===== config.mk =====
export PLATFORM = sky130hd
export DESIGN_NAME = hybrid_dir_pred
export DESIGN_NICKNAME = d
export VERILOG_FILES = /design/src/rtl/hdp_pkg.sv /design/src/rtl/hdp_ctr_table.sv /design/src/rtl/hdp_datapath.sv /design/src/rtl/hdp_ctrl.sv /design/src/rtl/hybrid_dir_pred.sv
export SDC_FILE = /design/constraint.sdc
export NUM_CORES = 2
export LEC_CHECK = 0
export ABC_CLOCK_PERIOD_IN_PS = 7000
export CORE_MARGIN = 2
export CORE_UTILIZATION = 40
export DETAILED_ROUTE_END_ITERATION = 6
export PLACE_DENSITY = 0.61
export SETUP_SLACK_MARGIN = 0.15
export SKIP_LAST_GASP = 1
export SYNTH_ARGS = -nofsm -noshare
export SYNTH_HDL_FRONTEND = slang
export SYNTH_SLANG_ARGS = --single-unit

===== constraint.sdc =====
create_clock -name clk -period 7 [get_ports clk]
set_input_delay 2.1 -clock clk [delete_from_list [all_inputs] [get_ports clk]]
set_output_delay 2.1 -clock clk [all_outputs]
set_load 0.01 [all_outputs]

===== src/rtl/hdp_pkg.sv =====
package hdp_pkg;

  localparam logic [1:0] CNT_WEAK_NT  = 2'b01;
  localparam logic [1:0] SEL_WEAK_BIM = 2'b01;

  // Strobes from control to datapath for one resolve
  typedef struct packed {
    logic dirWr;     // train both direction counters
    logic dirUp;     // direction of training
    logic selWr;     // move selector
    logic selUp;     // toward the history-hashed component
    logic histShift; // shift outcome into history
  } hdp_upd_t;

  function automatic logic [1:0] satStep(input logic [1:0] cnt, input logic up);
    logic [1:0] nxt;
    if (up) nxt = (cnt == 2'b11) ? cnt : cnt + 2'b01;
    else    nxt = (cnt == 2'b00) ? cnt : cnt - 2'b01;
    return nxt;
  endfunction

endpackage


===== src/rtl/hdp_ctr_table.sv =====
module hdp_ctr_table #(
  parameter int         IDX_W = 8,
  parameter logic [1:0] INIT  = 2'b01
) (
  input  logic             clk,
  input  logic             rstN,
  input  logic [IDX_W-1:0] rdIdx,
  output logic [1:0]       rdCnt,
  input  logic             wrEn,
  input  logic [IDX_W-1:0] wrIdx,
  input  logic             wrUp
);
  localparam int DEPTH = 1 << IDX_W;

  logic [1:0] cnt [DEPTH];

  always_ff @(posedge clk or negedge rstN) begin
    if (!rstN) begin
      for (int i = 0; i < DEPTH; i++) cnt[i] <= INIT;
    end else if (wrEn) begin
      cnt[wrIdx] <= hdp_pkg::satStep(cnt[wrIdx], wrUp);
    end
  end

  assign rdCnt = cnt[rdIdx];

endmodule


===== src/rtl/hdp_datapath.sv =====
module hdp_datapath
  import hdp_pkg::*;
#(
  parameter int PC_W  = 32,
  parameter int IDX_W = 8
) (
  input  logic             clk,
  input  logic             rstN,
  input  logic [PC_W-1:0]  predPc,
  input  logic [PC_W-1:0]  resPc,
  input  logic [IDX_W-1:0] resGshIdx,
  input  logic             resTaken,
  input  hdp_upd_t         upd,
  output logic             bimDir,
  output logic             gshDir,
  output logic             useGsh,
  output logic [IDX_W-1:0] gshIdx,
  output logic [IDX_W-1:0] ghr
);
  localparam int LO = 2;
  localparam int HI = IDX_W + LO - 1;

  logic [IDX_W-1:0] predIdx, resIdx;
  logic [1:0] bimCnt, gshCnt, selCnt;

  assign predIdx = predPc[HI:LO];
  assign resIdx  = resPc[HI:LO];
  assign gshIdx  = predIdx ^ ghr;

  hdp_ctr_table #(.IDX_W(IDX_W), .INIT(CNT_WEAK_NT)) u_bimTab (
    .clk(clk), .rstN(rstN),
    .rdIdx(predIdx), .rdCnt(bimCnt),
    .wrEn(upd.dirWr), .wrIdx(resIdx), .wrUp(upd.dirUp)
  );

  hdp_ctr_table #(.IDX_W(IDX_W), .INIT(CNT_WEAK_NT)) u_gshTab (
    .clk(clk), .rstN(rstN),
    .rdIdx(gshIdx), .rdCnt(gshCnt),
    .wrEn(upd.dirWr), .wrIdx(resGshIdx), .wrUp(upd.dirUp)
  );

  hdp_ctr_table #(.IDX_W(IDX_W), .INIT(SEL_WEAK_BIM)) u_selTab (
    .clk(clk), .rstN(rstN),
    .rdIdx(predIdx), .rdCnt(selCnt),
    .wrEn(upd.selWr), .wrIdx(resIdx), .wrUp(upd.selUp)
  );

  assign bimDir = bimCnt[1];
  assign gshDir = gshCnt[1];
  assign useGsh = selCnt[1];

  always_ff @(posedge clk or negedge rstN) begin
    if (!rstN)              ghr <= '0;
    else if (upd.histShift) ghr <= {ghr[IDX_W-2:0], resTaken};
  end

endmodule


===== src/rtl/hdp_ctrl.sv =====
module hdp_ctrl
  import hdp_pkg::*;
(
  input  logic     clk,
  input  logic     rstN,
  input  logic     resValid,
  input  logic     resTaken,
  input  logic     snapUseGsh,
  input  logic     snapBimDir,
  input  logic     snapGshDir,
  output hdp_upd_t upd,
  output logic     repValid,
  output logic     repMiss,
  output logic     repUsedGsh
);
  logic bimOk, gshOk, chosenDir;

  assign bimOk     = (snapBimDir == resTaken);
  assign gshOk     = (snapGshDir == resTaken);
  assign chosenDir = snapUseGsh ? snapGshDir : snapBimDir;

  always_comb begin
    upd.dirWr     = resValid;
    upd.dirUp     = resTaken;
    upd.selWr     = resValid && (bimOk != gshOk);
    upd.selUp     = gshOk;
    upd.histShift = resValid;
  end

  always_ff @(posedge clk or negedge rstN) begin
    if (!rstN) begin
      repValid   <= 1'b0;
      repMiss    <= 1'b0;
      repUsedGsh <= 1'b0;
    end else begin
      repValid   <= resValid;
      repMiss    <= resValid && (chosenDir != resTaken);
      repUsedGsh <= resValid && snapUseGsh;
    end
  end

endmodule


===== src/rtl/hybrid_dir_pred.sv =====
module hybrid_dir_pred
  import hdp_pkg::*;
#(
  parameter int PC_W  = 32,
  parameter int IDX_W = 8,
  localparam int SNAP_W = IDX_W + 3
) (
  input  logic              clk,
  input  logic              rstN,
  input  logic [PC_W-1:0]   predPc,
  output logic              predTaken,
  output logic              predUseGsh,
  output logic [SNAP_W-1:0] predSnap,
  input  logic              resValid,
  input  logic [PC_W-1:0]   resPc,
  input  logic              resTaken,
  input  logic [SNAP_W-1:0] resSnap,
  output logic              repValid,
  output logic              repMiss,
  output logic              repUsedGsh
);
  hdp_upd_t         upd;
  logic             bimDir, gshDir, useGsh;
  logic [IDX_W-1:0] gshIdx, ghr;

  hdp_datapath #(.PC_W(PC_W), .IDX_W(IDX_W)) u_dp (
    .clk(clk), .rstN(rstN),
    .predPc(predPc), .resPc(resPc),
    .resGshIdx(resSnap[SNAP_W-1:3]), .resTaken(resTaken),
    .upd(upd),
    .bimDir(bimDir), .gshDir(gshDir), .useGsh(useGsh),
    .gshIdx(gshIdx), .ghr(ghr)
  );

  hdp_ctrl u_ctrl (
    .clk(clk), .rstN(rstN),
    .resValid(resValid), .resTaken(resTaken),
    .snapUseGsh(resSnap[2]), .snapBimDir(resSnap[1]), .snapGshDir(resSnap[0]),
    .upd(upd),
    .repValid(repValid), .repMiss(repMiss), .repUsedGsh(repUsedGsh)
  );

  assign predUseGsh = useGsh;
  assign predTaken  = useGsh ? gshDir : bimDir;
  assign predSnap   = {gshIdx, useGsh, bimDir, gshDir};

endmodule


Word-level counts from Yosys, hierarchy flattened
Index checks and enable logic that the tools add are counted.
- register bits after elaboration: 1547
- bits in latches: 0
- RAM bits: 0
- memory bits (read-only): 0
- output and inout port bits: 16
- memories: 0
- add/subtract/negate cells: 6
- multiply operators: 0
- divide/modulo/power cells: 0
- magnitude comparators: 6
- equality and inequality tests: 7
- shifts and indexed selects: 0
- multiplexer cells: 39
- bitwise gates (word level): 5
- reduce and logical (&&, ||, !) cells: 8
- operators with widths (kind ; count):
    bitwise mux 512 bit ; 3
    binary-select mux 2 bit (select 8 bit) ; 6
    2-to-1 mux 2 bit ; 26
    greater-or-equal comparator 9 bit (second input constant) ; 4
    NOT 8 -> 9 bit ; 4
    demux 2 bit (select 8 bit) ; 2
    less-than comparator 9 x 1 -> 1 bit (second input constant) ; 2
    bitwise XOR 8 bit ; 1
    adder 2 x 1 -> 2 bit (second input constant) ; 3
    equality test 2 bit (second input constant) ; 3
    logical NOT 2 bit ; 3
    subtractor 2 x 1 -> 2 bit (second input constant) ; 3
    logical AND 1 bit ; 5
    equality test 1 bit ; 2
    2-to-1 mux 1 bit ; 2
    != test 1 bit ; 2

Logic depth before layout (Yosys ltp)
- depth after elaboration: 9
- gate-level depth with buffers: 16
- depth with buffers taken out: 9

Hierarchy
A second synthesis with hierarchy kept.
- cell total of the unflattened synthesis: 7621
- area, all modules: 90942.2 um^2
- modules (own cells, without submodules) (module ; instances ; cells an instance ; area each (um^2) ; sequential area each (um^2)):
    hdp_ctr_table (u_dp.u_bimTab ...) ; 2 ; 2526 ; 30560.6 ; 13132.6
    hdp_ctr_table (u_dp.u_selTab) ; 1 ; 2525 ; 29216.8 ; 13132.6
    hdp_datapath ; 1 ; 25 ; 401.6 ; 200.2
    hdp_ctrl ; 1 ; 15 ; 165.2 ; 75.1
    hybrid_dir_pred ; 1 ; 4 ; 37.5 ; 0.0

Least setup slack after synthesis
No wires, ideal clock.
- path kind: input to output
- start point: input predPc[2]
- end point: output predTaken
- arrival time: 5.264 ns
- data required time: 4.900 ns
- path slack: -0.364 ns
- cell stages on the path: 10
- cell sequence: clkbuf_1 -> buf_2 -> buf_2 -> buf_1 -> mux4_2 -> mux4_2 -> mux4_2 -> mux2i_1 -> a21oi_1 -> mux2_2
- elaborated cells between the ends (all ways): 13
- RTL lines (element ; RTL line ; text):
    from (decl) ; hybrid_dir_pred.sv:10 ; input logic [PC_W-1:0] predPc,
    NOT 8 -> 9 bit (implied by the code) ; hdp_ctr_table.sv:25 ; assign rdCnt = cnt[rdIdx];
    binary-select mux 2 bit (select 8 bit) ; hdp_ctr_table.sv:25 ;
    2-to-1 mux 2 bit (implied by the code) (2 in series) ; hdp_ctr_table.sv:25 ;
    via bimDir ; hybrid_dir_pred.sv:23 ; logic bimDir, gshDir, useGsh;
    2-to-1 mux 1 bit ; hybrid_dir_pred.sv:44 ; assign predTaken = useGsh ? gshDir : bimDir;
    to (decl) ; hybrid_dir_pred.sv:11 ; output logic predTaken,
The timed path passes the listed nets, and every way through them passes these cells. The select of a mux whose other input is x is not followed.

Worst setup path in the final report
- start point: input predPc[2]
- end point: output predTaken
- cells in the longest elaborated chain, start to end: 6
- elaborated cells between the ends (all ways): 13
- RTL lines (element ; RTL line ; text):
    bitwise XOR 8 bit ; hdp_datapath.sv:28 ; assign gshIdx = predIdx ^ ghr;
    NOT 8 -> 9 bit (implied by the code) ; hdp_ctr_table.sv:25 ;
    binary-select mux 2 bit (select 8 bit) ; hdp_ctr_table.sv:25 ;
    2-to-1 mux 2 bit (implied by the code) (2 in series) ; hdp_ctr_table.sv:25 ;
    2-to-1 mux 1 bit (*) ; hybrid_dir_pred.sv:44 ;
Mark *: on every way between the ends. The rest lies on a longest branch, timed or not. The select of a mux whose other input is x is not followed.

==> impl_metrics.ini <==
[clock_network]
cts_max_path_buffers = 3
clkSinkCount = 1547
numCtsBuffers = 164
root_buffer = clkbuf_16
clk_latency_ns = 0.82
cts_tree = done
h-tree-depth = 4
clk_pin_slew_ns = 0.07

[die]
row_count = 165
initial_core_util = 0.4015
die_h_microns = 454.2
ioPinCount = 95
die_w_microns = 454.2
coreArea_sq_mm = 0.2019
dieArea_sq_mm = 0.2063

[power_and_ir_drop]
irDropWorstVdd_mv = 0.2538
p_per_area_mw_per_mm2 = 246.9
leakage_uw = 0.03477

[synthesis]
synth_top_family_by_area = compound AO/OA/AOI/OAI gates
synth_cells = 7249
synthMuxAreaShare = 0.1861
ys.flop_type = dfrtp_1
ys_types = 70
synth_compound_area_frac = 0.2000
synth-seq-cells = 1547
synthesis.nets = 7328
post_synth_fa_ha_maj_area_fraction = 0.0007717
syn-cell-area_sq_mm = 0.08107
ys_warn_count = 0
synth-simple-area-share = 0.07795
yosysSeqAreaShare = 0.4894
yosys.area_share.xor_xnor = 0.001188
async_reset_ff_frac = 1.000
synth.avg_cell_area_sq_um = 11.18
synth_edf_count = 0

[worst_setup_path]
end_kind = output port
cp.buffers_inverters = 7
cp_top_family = multiplexers
worstSetupPathType = in2out
cpMaxStageDelayCell = mux4_2
crit_fanout = 7
slowest_delay_ns = 0.52
crit_arrival_ns = 5.00
start_kind = input port
required_ns = 4.90
worstPathCellList = buf_16, buf_16, buf_12, buf_16, mux4_2, mux4_2, a22oi_2, buf_6, nand2_4, mux2i_4, a21oi_4, buf_6, mux2_4, buf_6

[final_layout]
finish.utilization = 0.4530
areaGrowthSynthToFinish_pct = 12.82
drive_above_1_share = 0.3326
nNetsFinal = 7148
stdcell_area_sq_mm = 0.09146

[sta]
finalHoldViolations = 0
finalMaxSlewViolations = 0
slew_headroom = 0.1667
rsz0062_at_grt = yes
timing.final.crit_period_ns = 7.104
max_freq_mhz = 140.8
finalSetupViolCount = 3
setup_tns_ns = -0.1624
skew_ns = 0.03017
fin_crit_sh = 1.015
fin_ws_ns = -0.1036
tightest_slew_ns = 1.247

[run]
maxCapViolCount = 0

[grt]
overflow = 0
grt_pass1_wl_microns = 386700
antenna_found_initial = 5
grt_max_degree = 160
grt_usage = 0.2442
grt_pass1_vias = 59620

[placed_design]
port_buffers = 46
placed_cell_area_sq_mm = 0.08527
dpl.hpwl_microns = 156600
globalplace.congestion = 0.9078

[outcome]
run_status = finished, violations left
violations = setup timing

[routing]
vias = 61810
drcViolationCount = 0
vias_per_cell = 6.255
drtAntennaViolNets = 0
wirelength_microns = 254400
drt_iter0_markers = 7955
dr.pass1.iters = 6
routedWlPerCell_microns = 25.74

[min_path]
hold_class = reg2reg
## through the flow
step	hold WS, ns	power, uW	setup WS, ns	cells
after floorplan	0.4422	12280	0.1507	7249
after global placement	0.4543	13540	-0.8390	9552
after detailed placement	0.4620	13640	-0.8357	9552
after CTS	0.4721	22680	-0.1266	9871
after global routing	0.4943	23420	-0.1448	9882
final	0.4695	22580	-0.1036	9882
## worst reg2reg max path, stage by stage (launching register included)
cell,delay (ns)
dfstp_2,0.36
mux4_2,0.46
mux4_2,0.59
a22oi_1,0.49
nand4_1,0.20
or4_1,0.48
maj3_4,0.49
buf_12,0.26
o31ai_1,0.34
## cell type report
| class | instances | area (sq um) |
|---|---|---|
| Inverter | 20 | 80.08 |
| Fill cell | 18170 | 110400 |
| Timing Repair Buffer | 436 | 4548 |
| Clock inverter | 45 | 440.4 |
| Multi-Input combinational cell | 4900 | 38280 |
| Clock buffer | 261 | 5096 |
| Antenna cell | 1 | 2.502 |
| Tap cell | 2672 | 3343 |
| Sequential cell | 1547 | 39670 |
## per-layer routing
layer / up-vias / GRT usage / wire length, microns / part of all wire
met5: - / 0 / 34 / 0.00013
met4: 6 / 0.08847 / 10090 / 0.040
met3: 538 / 0.04522 / 20390 / 0.080
met2: 2840 / 0.3874 / 119700 / 0.47
met1: 31520 / 0.3352 / 104200 / 0.41
li1: 26910 / - / - / -
## cells by family (layout without fill, tap and decap cells)
family,Yosys count,in the layout
flops,1547,1547
simple gates,1556,1556
xor+xnor,11,11
buf+inv,802,762
compound gates,2590,2590
other cells,0,1
fa+ha+maj,6,6
mux,737,737
## sequential cells by signal, indices dropped and copies added, names as in the netlist
register / count
u_ctrl.repMiss: 1
u_ctrl.repUsedGsh: 1
u_ctrl.repValid: 1
u_dp.ghr: 8
u_dp.u_bimTab.cnt: 512
u_dp.u_gshTab.cnt: 512
u_dp.u_selTab.cnt: 512
## cell usage after synthesis, types with 5 or more instances
cell type	n	share of area
buf_4	30	0.0028
o211ai_1	6	0.00056
mux2_2	21	0.0029
buf_6	33	0.0046
xnor2_1	8	0.00086
mux4_2	614	0.17
nand3_1	38	0.0023
a22oi_1	61	0.0056
o31ai_2	210	0.032
and3_1	10	0.00077
nor2b_1	25	0.0019
o31ai_1	285	0.026
o21ai_0	516	0.032
nand2_1	232	0.011
o32ai_1	6	0.00065
nor4_1	10	0.00077
o22ai_1	12	0.00093
a32oi_1	7	0.00076
nor3_1	21	0.0013
and2_1	12	0.00093
nor4b_1	5	0.00054
mux2i_1	102	0.013
nor2_1	1139	0.053
nand4_1	17	0.0013
a31oi_1	377	0.029
dfstp_2	768	0.25
a2111oi_0	12	0.0013
a21oi_1	1040	0.064
clkbuf_1	486	0.023
o2111ai_1	7	0.00076
dfrtp_1	779	0.24
buf_2	199	0.012
nor4bb_1	7	0.00086
a211oi_1	14	0.0013
inv_1	16	0.00074
nand2b_1	15	0.0012
buf_1	34	0.0016
## timing repair
item                                   in CTS  in global routing
pin swaps                                   9                 11
setup endpoints to repair                   5                  5
resized for setup                          65                 20
endpoints found under the hold margin       0                  0
hold buffers                                0                  0
setup buffers                               8                  7
gates cloned                                5                  3
## cell usage in the layout, fill, tap and decap left out, types with 17 or more instances in the layout
| cell | netlist | final |
|---|---|---|
| o21ai_0 | 516 | 514 |
| clkbuf_16 | 0 | 173 |
| clkbuf_1 | 486 | 41 |
| buf_12 | 0 | 68 |
| buf_4 | 30 | 301 |
| mux4_2 | 614 | 614 |
| nand2_1 | 232 | 204 |
| dfrtp_1 | 779 | 779 |
| clkbuf_8 | 0 | 50 |
| nor2_1 | 1139 | 1109 |
| a22oi_1 | 61 | 54 |
| nand2_2 | 0 | 27 |
| o31ai_2 | 210 | 210 |
| nand4_1 | 17 | 17 |
| clkinv_2 | 0 | 25 |
| nor2_2 | 0 | 24 |
| o31ai_1 | 285 | 285 |
| a21oi_1 | 1040 | 1038 |
| clkdlybuf4s50_1 | 0 | 26 |
| dfstp_2 | 768 | 768 |
| nor2b_1 | 25 | 24 |
| a31oi_1 | 377 | 377 |
| mux2i_1 | 102 | 100 |
| nand3_1 | 38 | 35 |
| mux2_2 | 21 | 20 |
## final timing paths
check / startpoint / end / slack [ns] / depth (start not counted)
setup / recovery: predPc[2] / predTaken / -0.10 / 14
hold / removal: u_dp.u_bimTab.cnt[280] / u_dp.u_bimTab.cnt[280] / 0.47 / 2
setup reg to reg: u_dp.u_bimTab.cnt[136] / u_dp.u_bimTab.cnt[306] / 3.21 / 8
hold reg to reg: u_dp.u_bimTab.cnt[280] / u_dp.u_bimTab.cnt[280] / 0.47 / 2
max in group asynchronous: rstN / u_dp.u_bimTab.cnt[32] / 4.02 / 3
min in group asynchronous: rstN / u_dp.u_gshTab.cnt[399] / 1.35 / 1
## report_power, final
group,switching (uW),total (uW),internal (uW)
registers,412,10100,9690
clock network,3800,8980,5180
logic,2060,3500,1440
total,6260,22600,16300
No activity file was read; power rests on OpenSTA's default activity.
